[src/rtl/scsi_sel_cmd_sender.sv]
module scsi_sel_cmd_sender #(
  parameter int          LEN_W     = 4,
  parameter logic [2:0]  PH_CMD    = 3'b010,
  parameter logic [2:0]  PH_MSGOUT = 3'b110
) (
  input  logic       clk,
  input  logic       rst_n,
  input  logic       start_i,
  input  logic [1:0] kind_i,
  input  logic       req_i,
  input  logic [2:0] phase_i,
  input  logic [7:0] fifo_data_i,
  output logic       fifo_pop_o,
  output logic       hs_go_o,
  output logic [7:0] hs_byte_o,
  input  logic       hs_done_i,
  output logic       atn_o,
  output logic       busy_o,
  output logic [2:0] seq_step_o,
  output logic       done_o,
  output logic       done_bus_svc_o
);

  localparam logic [1:0] K_ATN  = 2'd1;
  localparam logic [1:0] K_STOP = 2'd2;

  typedef enum logic [2:0] {
    S_IDLE, S_MSG_REQ, S_MSG_XFER, S_CMD_REQ, S_CMD_XFER, S_REQ_LOW
  } st_t;

  st_t              st;
  logic [1:0]       kind_q;
  logic [LEN_W-1:0] len_q;
  logic [2:0]       seq_q;
  logic             atn_q, go_q, done_q, svc_q;
  logic [7:0]       byte_q;

  function automatic logic [LEN_W-1:0] cdb_len(input logic [7:0] op);
    case (op[7:5])
      3'd1, 3'd2: cdb_len = LEN_W'(10);
      3'd5:       cdb_len = LEN_W'(12);
      default:    cdb_len = LEN_W'(6);
    endcase
  endfunction

  always_ff @(posedge clk) begin
    if (!rst_n) begin
      st     <= S_IDLE;
      kind_q <= '0;
      len_q  <= '0;
      seq_q  <= '0;
      atn_q  <= 1'b0;
      go_q   <= 1'b0;
      byte_q <= '0;
      done_q <= 1'b0;
      svc_q  <= 1'b0;
    end else begin
      go_q   <= 1'b0;
      done_q <= 1'b0;
      case (st)
        S_IDLE: if (start_i) begin
          kind_q <= kind_i;
          seq_q  <= '0;
          if (kind_i == K_ATN || kind_i == K_STOP) begin
            atn_q <= 1'b1;
            st    <= S_MSG_REQ;
          end else begin
            atn_q <= 1'b0;
            len_q <= cdb_len(fifo_data_i);
            st    <= S_CMD_REQ;
          end
        end
        S_MSG_REQ: if (req_i) begin
          if (phase_i != PH_MSGOUT) begin
            done_q <= 1'b1;
            svc_q  <= 1'b0;
            st     <= S_IDLE;
          end else begin
            if (kind_q == K_ATN) atn_q <= 1'b0;
            go_q   <= 1'b1;
            byte_q <= fifo_data_i;
            st     <= S_MSG_XFER;
          end
        end
        S_MSG_XFER: if (hs_done_i) begin
          if (kind_q == K_STOP) begin
            seq_q  <= 3'd1;
            done_q <= 1'b1;
            svc_q  <= 1'b0;
            st     <= S_IDLE;
          end else begin
            len_q <= cdb_len(fifo_data_i);
            st    <= S_CMD_REQ;
          end
        end
        S_CMD_REQ: if (req_i) begin
          if (phase_i != PH_CMD) begin
            if (len_q == '0) seq_q <= 3'd4;
            st <= S_REQ_LOW;
          end else begin
            if (seq_q < 3'd3) seq_q <= 3'd3;
            go_q   <= 1'b1;
            byte_q <= fifo_data_i;
            st     <= S_CMD_XFER;
          end
        end
        S_CMD_XFER: if (hs_done_i) begin
          if (len_q != '0) begin
            len_q <= len_q - 1'b1;
            if (len_q == LEN_W'(1)) seq_q <= 3'd4;
          end
          st <= S_CMD_REQ;
        end
        S_REQ_LOW: if (!req_i) begin
          done_q <= 1'b1;
          svc_q  <= 1'b1;
          st     <= S_IDLE;
        end
        default: st <= S_IDLE;
      endcase
    end
  end

  assign fifo_pop_o     = go_q;
  assign hs_go_o        = go_q;
  assign hs_byte_o      = byte_q;
  assign atn_o          = atn_q;
  assign busy_o         = (st != S_IDLE);
  assign seq_step_o     = seq_q;
  assign done_o         = done_q;
  assign done_bus_svc_o = svc_q;

  p_go_pulse_r11: assert property (@(posedge clk) disable iff (!rst_n)
    hs_go_o |=> !hs_go_o);

  p_start_clears_step_r2: assert property (@(posedge clk) disable iff (!rst_n)
    (start_i && st == S_IDLE) |=> (seq_q == 3'd0 && busy_o));

  p_atn_low_on_msg_r4: assert property (@(posedge clk) disable iff (!rst_n)
    (hs_go_o && st == S_MSG_XFER && kind_q == K_ATN) |-> !atn_o);

  p_step_codes_r8: assert property (@(posedge clk) disable iff (!rst_n)
    seq_q == 3'd0 || seq_q == 3'd1 || seq_q == 3'd3 || seq_q == 3'd4);

  p_step_one_only_stop_r6: assert property (@(posedge clk) disable iff (!rst_n)
    (seq_q == 3'd1) |-> (kind_q == K_STOP));

  p_svc_after_req_low_r10: assert property (@(posedge clk) disable iff (!rst_n)
    (done_o && done_bus_svc_o) |-> !$past(req_i));

  p_done_pulse_r10: assert property (@(posedge clk) disable iff (!rst_n)
    done_o |=> !done_o);

endmodule

[config.mk]
export PLATFORM = sky130hd
export DESIGN_NAME = scsi_sel_cmd_sender
export DESIGN_NICKNAME = d
export VERILOG_FILES = /design/src/rtl/scsi_sel_cmd_sender.sv
export SDC_FILE = /design/constraint.sdc
export NUM_CORES = 1
export LEC_CHECK = 0
export ABC_AREA = 1
export BUFFER_PORTS_ARGS = -buffer_cell sky130_fd_sc_hd__buf_4
export CAP_MARGIN = 20
export CORE_ASPECT_RATIO = 0.9
export CORE_UTILIZATION = 35
export CTS_CLUSTER_SIZE = 40
export DETAILED_ROUTE_END_ITERATION = 10
export HOLD_SLACK_MARGIN = 0.12
export PLACE_DENSITY = 0.65
export REMOVE_ABC_BUFFERS = 1
export SYNTH_ARGS = -nofsm -noshare
export SYNTH_HDL_FRONTEND = slang
export SYNTH_SLANG_ARGS = --single-unit
[constraint.sdc]
create_clock -name clk -period 1.7 [get_ports clk]
set_clock_uncertainty 0.15 [all_clocks]
set_input_delay 0.085 -clock clk [delete_from_list [all_inputs] [get_ports clk]]
set_output_delay 0.085 -clock clk [all_outputs]
set_load 0.05 [all_outputs]
# Yosys cells after proc, flatten, opt, wreduce, memory -nomap -nowiden
# Index checks and enable logic that the tools add are counted.
# word_totals
mem_count	0
latchBits	0
ramBits	0
inputBits	18
romBits	0
regBits	24
wordCells	119
# op_classes
n_div	0
n_lt_le_gt_ge	1
add_sub_neg	1
n_eq_ne	32
shifts	0
n_reduce_logical	18
multipliers	0
muxes	58
bitwise	0
# ops
operator	n
$mux 3	16
$mux 8	4
$ne 2x2->1 const B	15
$mux 4	6
$mux 1	20
$pmux 3 s6	1
$pmux 8 s2	1
$pmux 3 s4	1
$pmux 4 s3	1
$reduce_and 6->1	2
$reduce_and 10->1	1
$reduce_and 5->1	2
$eq 3x2->1 const B	3
$eq 3x3->1 const B	3
$ne 3x3->1 const B	3
$reduce_bool 3->1	3
$pmux 4 s2	1
$reduce_bool 4->1	2
$reduce_and 7->1	1
$eq 3x1->1 const B	2
$mux 2	3
$pmux 1 s3	2
$eq 2x1->1 const B	2
$eq 2x2->1 const B	2
other kinds (11)	13

# Logic depth before layout (Yosys ltp)
# Gate-level depths: netlist of run 1.
# logic_depth
word_depth	6
ltp_mapped	11
depth_no_buf	11

# Worst setup path after synthesis of run 1
# No wires, ideal clock.
# synth_path
kind	reg2reg
start	reg len_q[0]
end	reg len_q[3]
required_time_ns	1.437
arrival_time_ns	1.254
setup_slack_ns	0.183
stages_incl_launch_ff	11
n_path_buf	0
period_less_slack_ns	1.517
path_cell_list	dfxtp_1 > inv_1 > ha_1 > nand2_1 > nand2_1 > o21ai_0 > nand2_1 > nor2_2 > nand2_1 > nand2_1 > nor2_1
# synth_between
elab_chain_len	4
word_cells_on_any_way	7
cone_classes	add/sub (1); eq/ne (1); mux (3); reduce/logical (2)
# synth_rtl
element	line_no	text
from (decl)	33	logic [LEN_W-1:0] len_q;
from (signal assigned)	69	len_q <= cdb_len(fifo_data_i);
from (signal assigned)	92	len_q <= cdb_len(fifo_data_i);
from (signal assigned)	109	len_q <= len_q - 1'b1;
$sub 4x1->4	109	
$mux 4	108	if (len_q != '0) begin
$mux 4	107	S_CMD_XFER: if (hs_done_i) begin
$pmux 4 s3	60	case (st)
# Parallel ways exist; a longest one is shown, timed or not. The select of a mux whose other input is x is not followed.
# A chain may end at the register's enable or synchronous reset.

# Final worst setup path of run 1
# layout_path
start	reg len_q[0]
end	reg seq_q[2], in the netlist seq_step_o[2]
# layout_between
elab_chain_len	3
word_cells_on_any_way	7
cone_classes	eq/ne (4); reduce/logical (3)
# layout_rtl
element	line_no	text
$eq 4x1->1 (tied with other cells)	110	if (len_q == LEN_W'(1)) seq_q <= 3'd4;
$ne 2x2->1 (no line) or $ne 3x3->1 (tied branches)	--	
$reduce_and 10->1 (no line) (*)	--	
to (signal assigned)	98	if (len_q == '0) seq_q <= 3'd4;
to (signal assigned)	101	if (seq_q < 3'd3) seq_q <= 3'd3;
to (signal assigned)	110	
to (decl)	34	logic [2:0] seq_q;
# Mark *: on every way between the ends. The rest lies on a longest branch, timed or not.

==> summary.txt, run 1 <==
CTS
  – Clock Sinks: 24
  – Clk_lat worst skew: 0.28 ns
  – CTS clock-pin slew for the worst setup and hold paths: 0.09 ns
  – CTS root buf: clkbuf_8
  – Clock tree buffer depth: 2
  – Total CTS buffers: 3
  – Postcts setup bufs: 0
  – H-tree levels: 1
  – CTS tree: done

Timing
  – Hold Fails Final Rpt: 0
  – Sum of negative setup slack: 0 ns
  – Worst hold margin: 0.137 ns
  – Achievable Freq: 638 MHz
  – Slew @ Worst Pin: 0.328 ns
  – Final period util: 92.2%
  – Slew Limit Fails: 0
  – Clock period minus final worst setup slack: 1.57 ns
  – Final setup fails: 0
  – RSZ-0062 raised after global routing: no
  – Relative slew slack: 78.0%

Global routing
  – Initial antenna violation count: 0
  – Vias in the first global route: 1396
  – Largest net degree at the start of global routing: 22
  – Global Route Usage Sum: 18.7%
  – Grt ovf: 0
  – First-pass GRT wire length: 5800 µm

Cells and area
  – Post-route cell area: 1920 µm²
  – ANT cells: 0
  – Commonest non-fill, non-tap cells in the layout: nand2_1 (59), nor2_1 (49), buf_4 (35)
  – FILL cells: 401
  – Multi-input gate area: 795 µm²
  – Commonest non-fill, non-tap cell in the layout: nand2_1
  – Seq. cell area: 488 µm²
  – Layout cells sized above 1: 22.1%
  – Layout area overhead: 40.3%
  – Final cell count without fillers: 322
  – NumNets Final: 297

Yosys
  – Synth cell types: 21
  – Syn avg cell area: 6.05 µm²
  – Synthesis warning total: 0
  – Cells after Synth: 226
  – Synth Cell Area: 1370 µm²
  – Sequential area share after synthesis: 35.1%
  – Area contributors post-synth: dfxtp_1 (35%), nand2_1 (17%), nor2_1 (14%), o21ai_0 (6.6%), inv_1 (6.0%)
  – #FFs+latches synth: 24
  – Synth area leader: dfxtp_1
  – Yosys top cell area share: 35.1%

Critical path
  – Crit path required time: 1.73 ns
  – CP startpoint kind: register
  – Max FO, Critical Path: 4
  – Crit path kind: register to register
  – Arrival @ worst endpoint: 1.60 ns
  – Setup crit end kind: register

Power and ir drop
  – Worst vdd ir: 824 µV
  – Clock power share: 15.0%
  – Sw Pwr: 1.70 mW
  – Total power: 3.45 mW
  – Sequential share of power: 26.0%
  – Comb pwr share: 59.0%
  – Pwr/cell area: 1800 nW/µm²
  – Internal Power: 1.75 mW
  – Leakage power: 0.981 nW
  – Switching share of power: 49.2%

Routing
  – DR WL/cell: 10.7 µm
  – Initial DRC count: 94
  – Vias: 1513
  – Final wirelength: 3440 µm
  – Number of routed nets with antenna violations: 0
  – TritonRoute pass-1 iters: 4
  – Number of remaining DRC errors: 0
  – DR vias/cell: 4.70

Placement
  – Final GP Congestion: 0.906
  – IO buf count: 34
  – # placed instances: 303
  – Post-DP HPWL: 2390 µm
  – Area after DPL: 1670 µm²

Floorplanning
  – Placement row count: 21
  – Die ar.: 4160 µm²
  – I/O pin count: 35
  – Initial core utilization: 36.7%
  – Core box area: 3730 µm²
  – Die H: 61.3 µm
  – Die width: 67.9 µm

Hold path
  – Hold Path Class: input pin to register

Flow run
  – Max-cap check violation count: 0

Status
  – Status: completed
==> cell type report <==
type	count	share of cell area, %
sequential	24	25.4
inverter	25	4.89
multi-input combinational	173	41.4
tap	46	3.00
timing repair buffer	50	21.5
clock buffer	3	2.15
clock inverter	1	1.57
==> state kept, by name, indices dropped and copies added (netlist names) <==
name and count:
fifo_pop_o 1, atn_o 1, kind_q 2, done_o 1, st 3, done_bus_svc_o 1, seq_step_o 3, len_q 4
hs_byte_o 8
==> Yosys cell counts, drive strengths merged <==
master  count
a21oi       8
buf         3
clkbuf      1
dfxtp      24
ha          2
inv        25
nand2      65
nand3      15
nand3b      2
nor2       54
nor3        5
nor3b       1
nor4        1
o21ai      18
or2         1
xor2        1
==> path summary, 6_finish.rpt <==
path | from | to | slack (ns) | cells after the start
worst max-delay path | len_q[0] | seq_step_o[2] | 0.13 | 10
worst min-delay path | phase_i[1] | seq_step_o[1] | 0.14 | 7
worst max register to register | len_q[0] | seq_step_o[2] | 0.13 | 10
worst min register to register | kind_q[0] | kind_q[0] | 0.33 | 2
==> critical path, stage by stage, from the launching register on <==
cell and delay (ns):
dfxtp_2 0.35, inv_1 0.07, ha_2 0.20, nand2_2 0.09, nand2_1 0.08, nand2_1 0.07, nand2_1 0.07, nor2_2 0.16
nand2_2 0.09, nor2_1 0.10, nor2_1 0.05
==> power by group through the flow <==
| stage | sequential, mW | clock [mW] | combinational (mW) |
|---|---|---|---|
| floorplan | 1.20 | 0 | 1.15 |
| global route | 0.925 | 0.554 | 2.30 |
| global placement | 0.894 | 0 | 1.91 |
| detailed placement | 0.895 | 0 | 1.92 |
| finish | 0.898 | 0.516 | 2.04 |
| CTS | 0.885 | 0.531 | 1.97 |
==> timing repair <==
item | in CTS | in global routing
pin swaps | 0 | 3
endpoints found under the hold margin | 24 | 0
setup endpoints to repair | 3 | 21
hold buffers | 15 | 0
resized for setup | 1 | 13
==> per-stage QoR <==
stage | setup WS, ns | util, %
detailed placement | 0.00977 | 44.6
CTS | 0.0127 | 50.7
global placement | 0.0264 | 44.6
global route | 0.00245 | 51.4
finish | 0.133 | 51.4
floorplan | 0.187 | -
==> cell families after synthesis <==
kind of cell               Yosys count  share of synthesized area, %
xor gates and xnor gates             1                         0.641
DFF                                 24                          35.1
and+or+nand+nor                    144                          44.4
AOI/OAI and AO/OA                   26                          9.52
adders and majority gates            2                          1.83
buffers and inverters               29                          8.51
==> metal layers <==
metal / track usage [%] / vias to the layer above / wire length, µm
met5: 0 / - / 0
met4: 5.95 / 0 / 21
met3: 5.37 / 3 / 214
met2: 32.7 / 47 / 1630
met1: 22.3 / 659 / 1570
li1: - / 804 / -
Note: power is estimated with default switching activity, not from simulation.
==> run 2, diff against run 1 <==
==> constraint.sdc (replaced) <==
create_clock -name clk -period 1.7 [get_ports clk]
set_clock_uncertainty 0.15 [all_clocks]
set_input_delay 0.51 -clock clk [delete_from_list [all_inputs] [get_ports clk]]
set_output_delay 0.51 -clock clk [all_outputs]
set_load 0.05 [all_outputs]
==> run 2 against run 1 <==
Sequential power fell by 1%; clock-buffer cell count did not move; sequential share of layout area fell by 0.58 points; critical endpoint is now busy_o; highest routed layer unchanged; critical path type is now register to output pin; worst hold slack improved by 0.19 ns.
==> summary.txt, run 2 (synthesized netlist as in run 1, its figures left out) <==
Critical path
  – Critical Path, Cell by Cell: inv_4 -> nand2_4 -> nor2_4 -> inv_2 -> buf_8
  – Critical path buffers and inverters: 3
  – CP peak stage delay: 0.36 ns
  – Family with the most delay on the worst path: flip-flops
  – Crit path kind: register to output pin
  – Setup crit end kind: output pin
  – CP startpoint kind: register
  – Crit path required time: 1.04 ns
  – Arrival @ worst endpoint: 1.04 ns
  – Max FO, Critical Path: 2
  – Crit path max-delay cell type: dfxtp_4

Power and ir drop
  – Leakage power: 1.03 nW
  – Worst vdd ir: 827 µV
  – Clock power share: 12.9%
  – Switching share of power: 47.0%
  – Pwr/cell area: 2010 nW/µm²
  – Internal Power: 2.11 mW
  – Sequential share of power: 22.3%
  – Comb pwr share: 64.8%
  – Sw Pwr: 1.87 mW

Placement
  – Post-DP HPWL: 2450 µm
  – Place WS: -0.0205 ns
  – IO buf count: 34
  – Area after DPL: 1710 µm²
  – Final GP Congestion: 0.918

Timing
  – Worst hold margin: 0.331 ns
  – Hold Fails Final Rpt: 0
  – Slew @ Worst Pin: 0.351 ns
  – Final setup fails: 0
  – Achievable Freq: 589 MHz
  – Relative slew slack: 76.5%
  – Sum of negative setup slack: 0 ns
  – Final period util: 99.9%
  – PnR worst setup slack: 0.00207 ns
  – RSZ-0062 raised after global routing: yes
  – Slew Limit Fails: 0
  – Clock period minus final worst setup slack: 1.70 ns

Cells and area
  – Commonest non-fill, non-tap cell in the layout: nand2_1
  – Commonest non-fill, non-tap cells in the layout: nand2_1 (55), buf_4 (53), nor2_1 (46)
  – Multi-input gate area: 850 µm²
  – Seq. cell area: 493 µm²
  – NumNets Final: 301
  – Layout cells sized above 1: 32.1%
  – Final Core Density: 53.2%
  – Max reg flops: 8
  – ANT cells: 0
  – Post-route cell area: 1980 µm²
  – FILL cells: 385
  – Layout area overhead: 45.0%

CTS
  – Clk_lat worst skew: 0.28 ns
  – H-tree levels: 1
  – Clock Sinks: 24
  – CTS root buf: clkbuf_8
  – Hold-fix buffers, CTS: 0
  – Clock tree buffer depth: 2
  – CTS clock-pin slew for the worst setup and hold paths: 0.09 ns
  – Total CTS buffers: 3
  – CTS tree: done

Global routing
  – Global Route Usage Sum: 18.7%
  – Largest net degree at the start of global routing: 18
  – Initial antenna violation count: 0
  – First-pass GRT wire length: 5870 µm
  – Grt ovf: 0
  – Vias in the first global route: 1385

Floorplanning
  – Die ar.: 4160 µm²
  – Core box area: 3730 µm²
  – Placement row count: 21
  – Die H: 61.3 µm
  – Die width: 67.9 µm
  – I/O pin count: 35
  – Initial core utilization: 36.7%

Routing
  – TritonRoute pass-1 iters: 4
  – Number of remaining DRC errors: 0
  – Vias: 1528
  – DR vias/cell: 4.69
  – Final wirelength: 3590 µm
  – DR WL/cell: 11.0 µm
  – Initial DRC count: 78
  – Number of routed nets with antenna violations: 0

Status
  – Status: completed

Flow run
  – Max-cap check violation count: 0

Hold path
  – Hold Path Class: input pin to register
run 2: what timing repair did:
action	4_1_cts	5_1_grt
gates resized for setup	15	21
endpoints found under the setup margin	1	20
buffers inserted	9	4
pin swaps	2	6
cloned	0	0
run 2: power groups by stage:
| stage | clock network, mW | registers (mW) | logic (mW) |
|---|---|---|---|
| 6_report | 0.516 | 0.888 | 2.58 |
| 5_1_grt | 0.551 | 0.912 | 2.87 |
| 4_1_cts | 0.525 | 0.882 | 2.34 |
| 3_5_place_dp | 0 | 0.893 | 2.02 |
| 3_3_place_gp | 0 | 0.894 | 2.02 |
| 2_1_floorplan | 0 | 1.20 | 1.15 |
run 2: worst min-delay path, stage by stage:
cell and delay [ns]:
buf_4 0.07, o21ai_0 0.07, nor2_1 0.07
run 2: metal layers:
layer,vias up,GRT usage (%),wire (µm)
met5,-,0,0
met1,660,23.1,1640
met4,0,3.57,76
met2,45,33.2,1720
li1,815,-,-
met3,8,4.63,157
run 2: area by class of cell:
| class | count | area share (%) |
|---|---|---|
| clock inverter | 1 | 1.51 |
| inverter | 25 | 4.98 |
| clock buffer | 3 | 2.08 |
| multi-input combinational | 173 | 42.8 |
| timing repair buffer | 54 | 20.8 |
| sequential | 24 | 24.9 |
| tap | 46 | 2.90 |
run 2: worst paths after layout:
path | endpoint | start | slack [ns] | cells after the start
setup / recovery | busy_o | st[1] | 0.002 | 5
hold / removal | hs_byte_o[1] | fifo_data_i[1] | 0.33 | 3
setup reg to reg | len_q[3] | st[0] | 0.08 | 10
hold reg to reg | kind_q[0] | kind_q[0] | 0.33 | 2
run 2: metrics by stage:
step,cells,power (mW)
floorplan,222,2.35
global placement,309,2.92
detailed placement,309,2.92
CTS,322,3.75
global route,326,4.33
finish,326,3.99
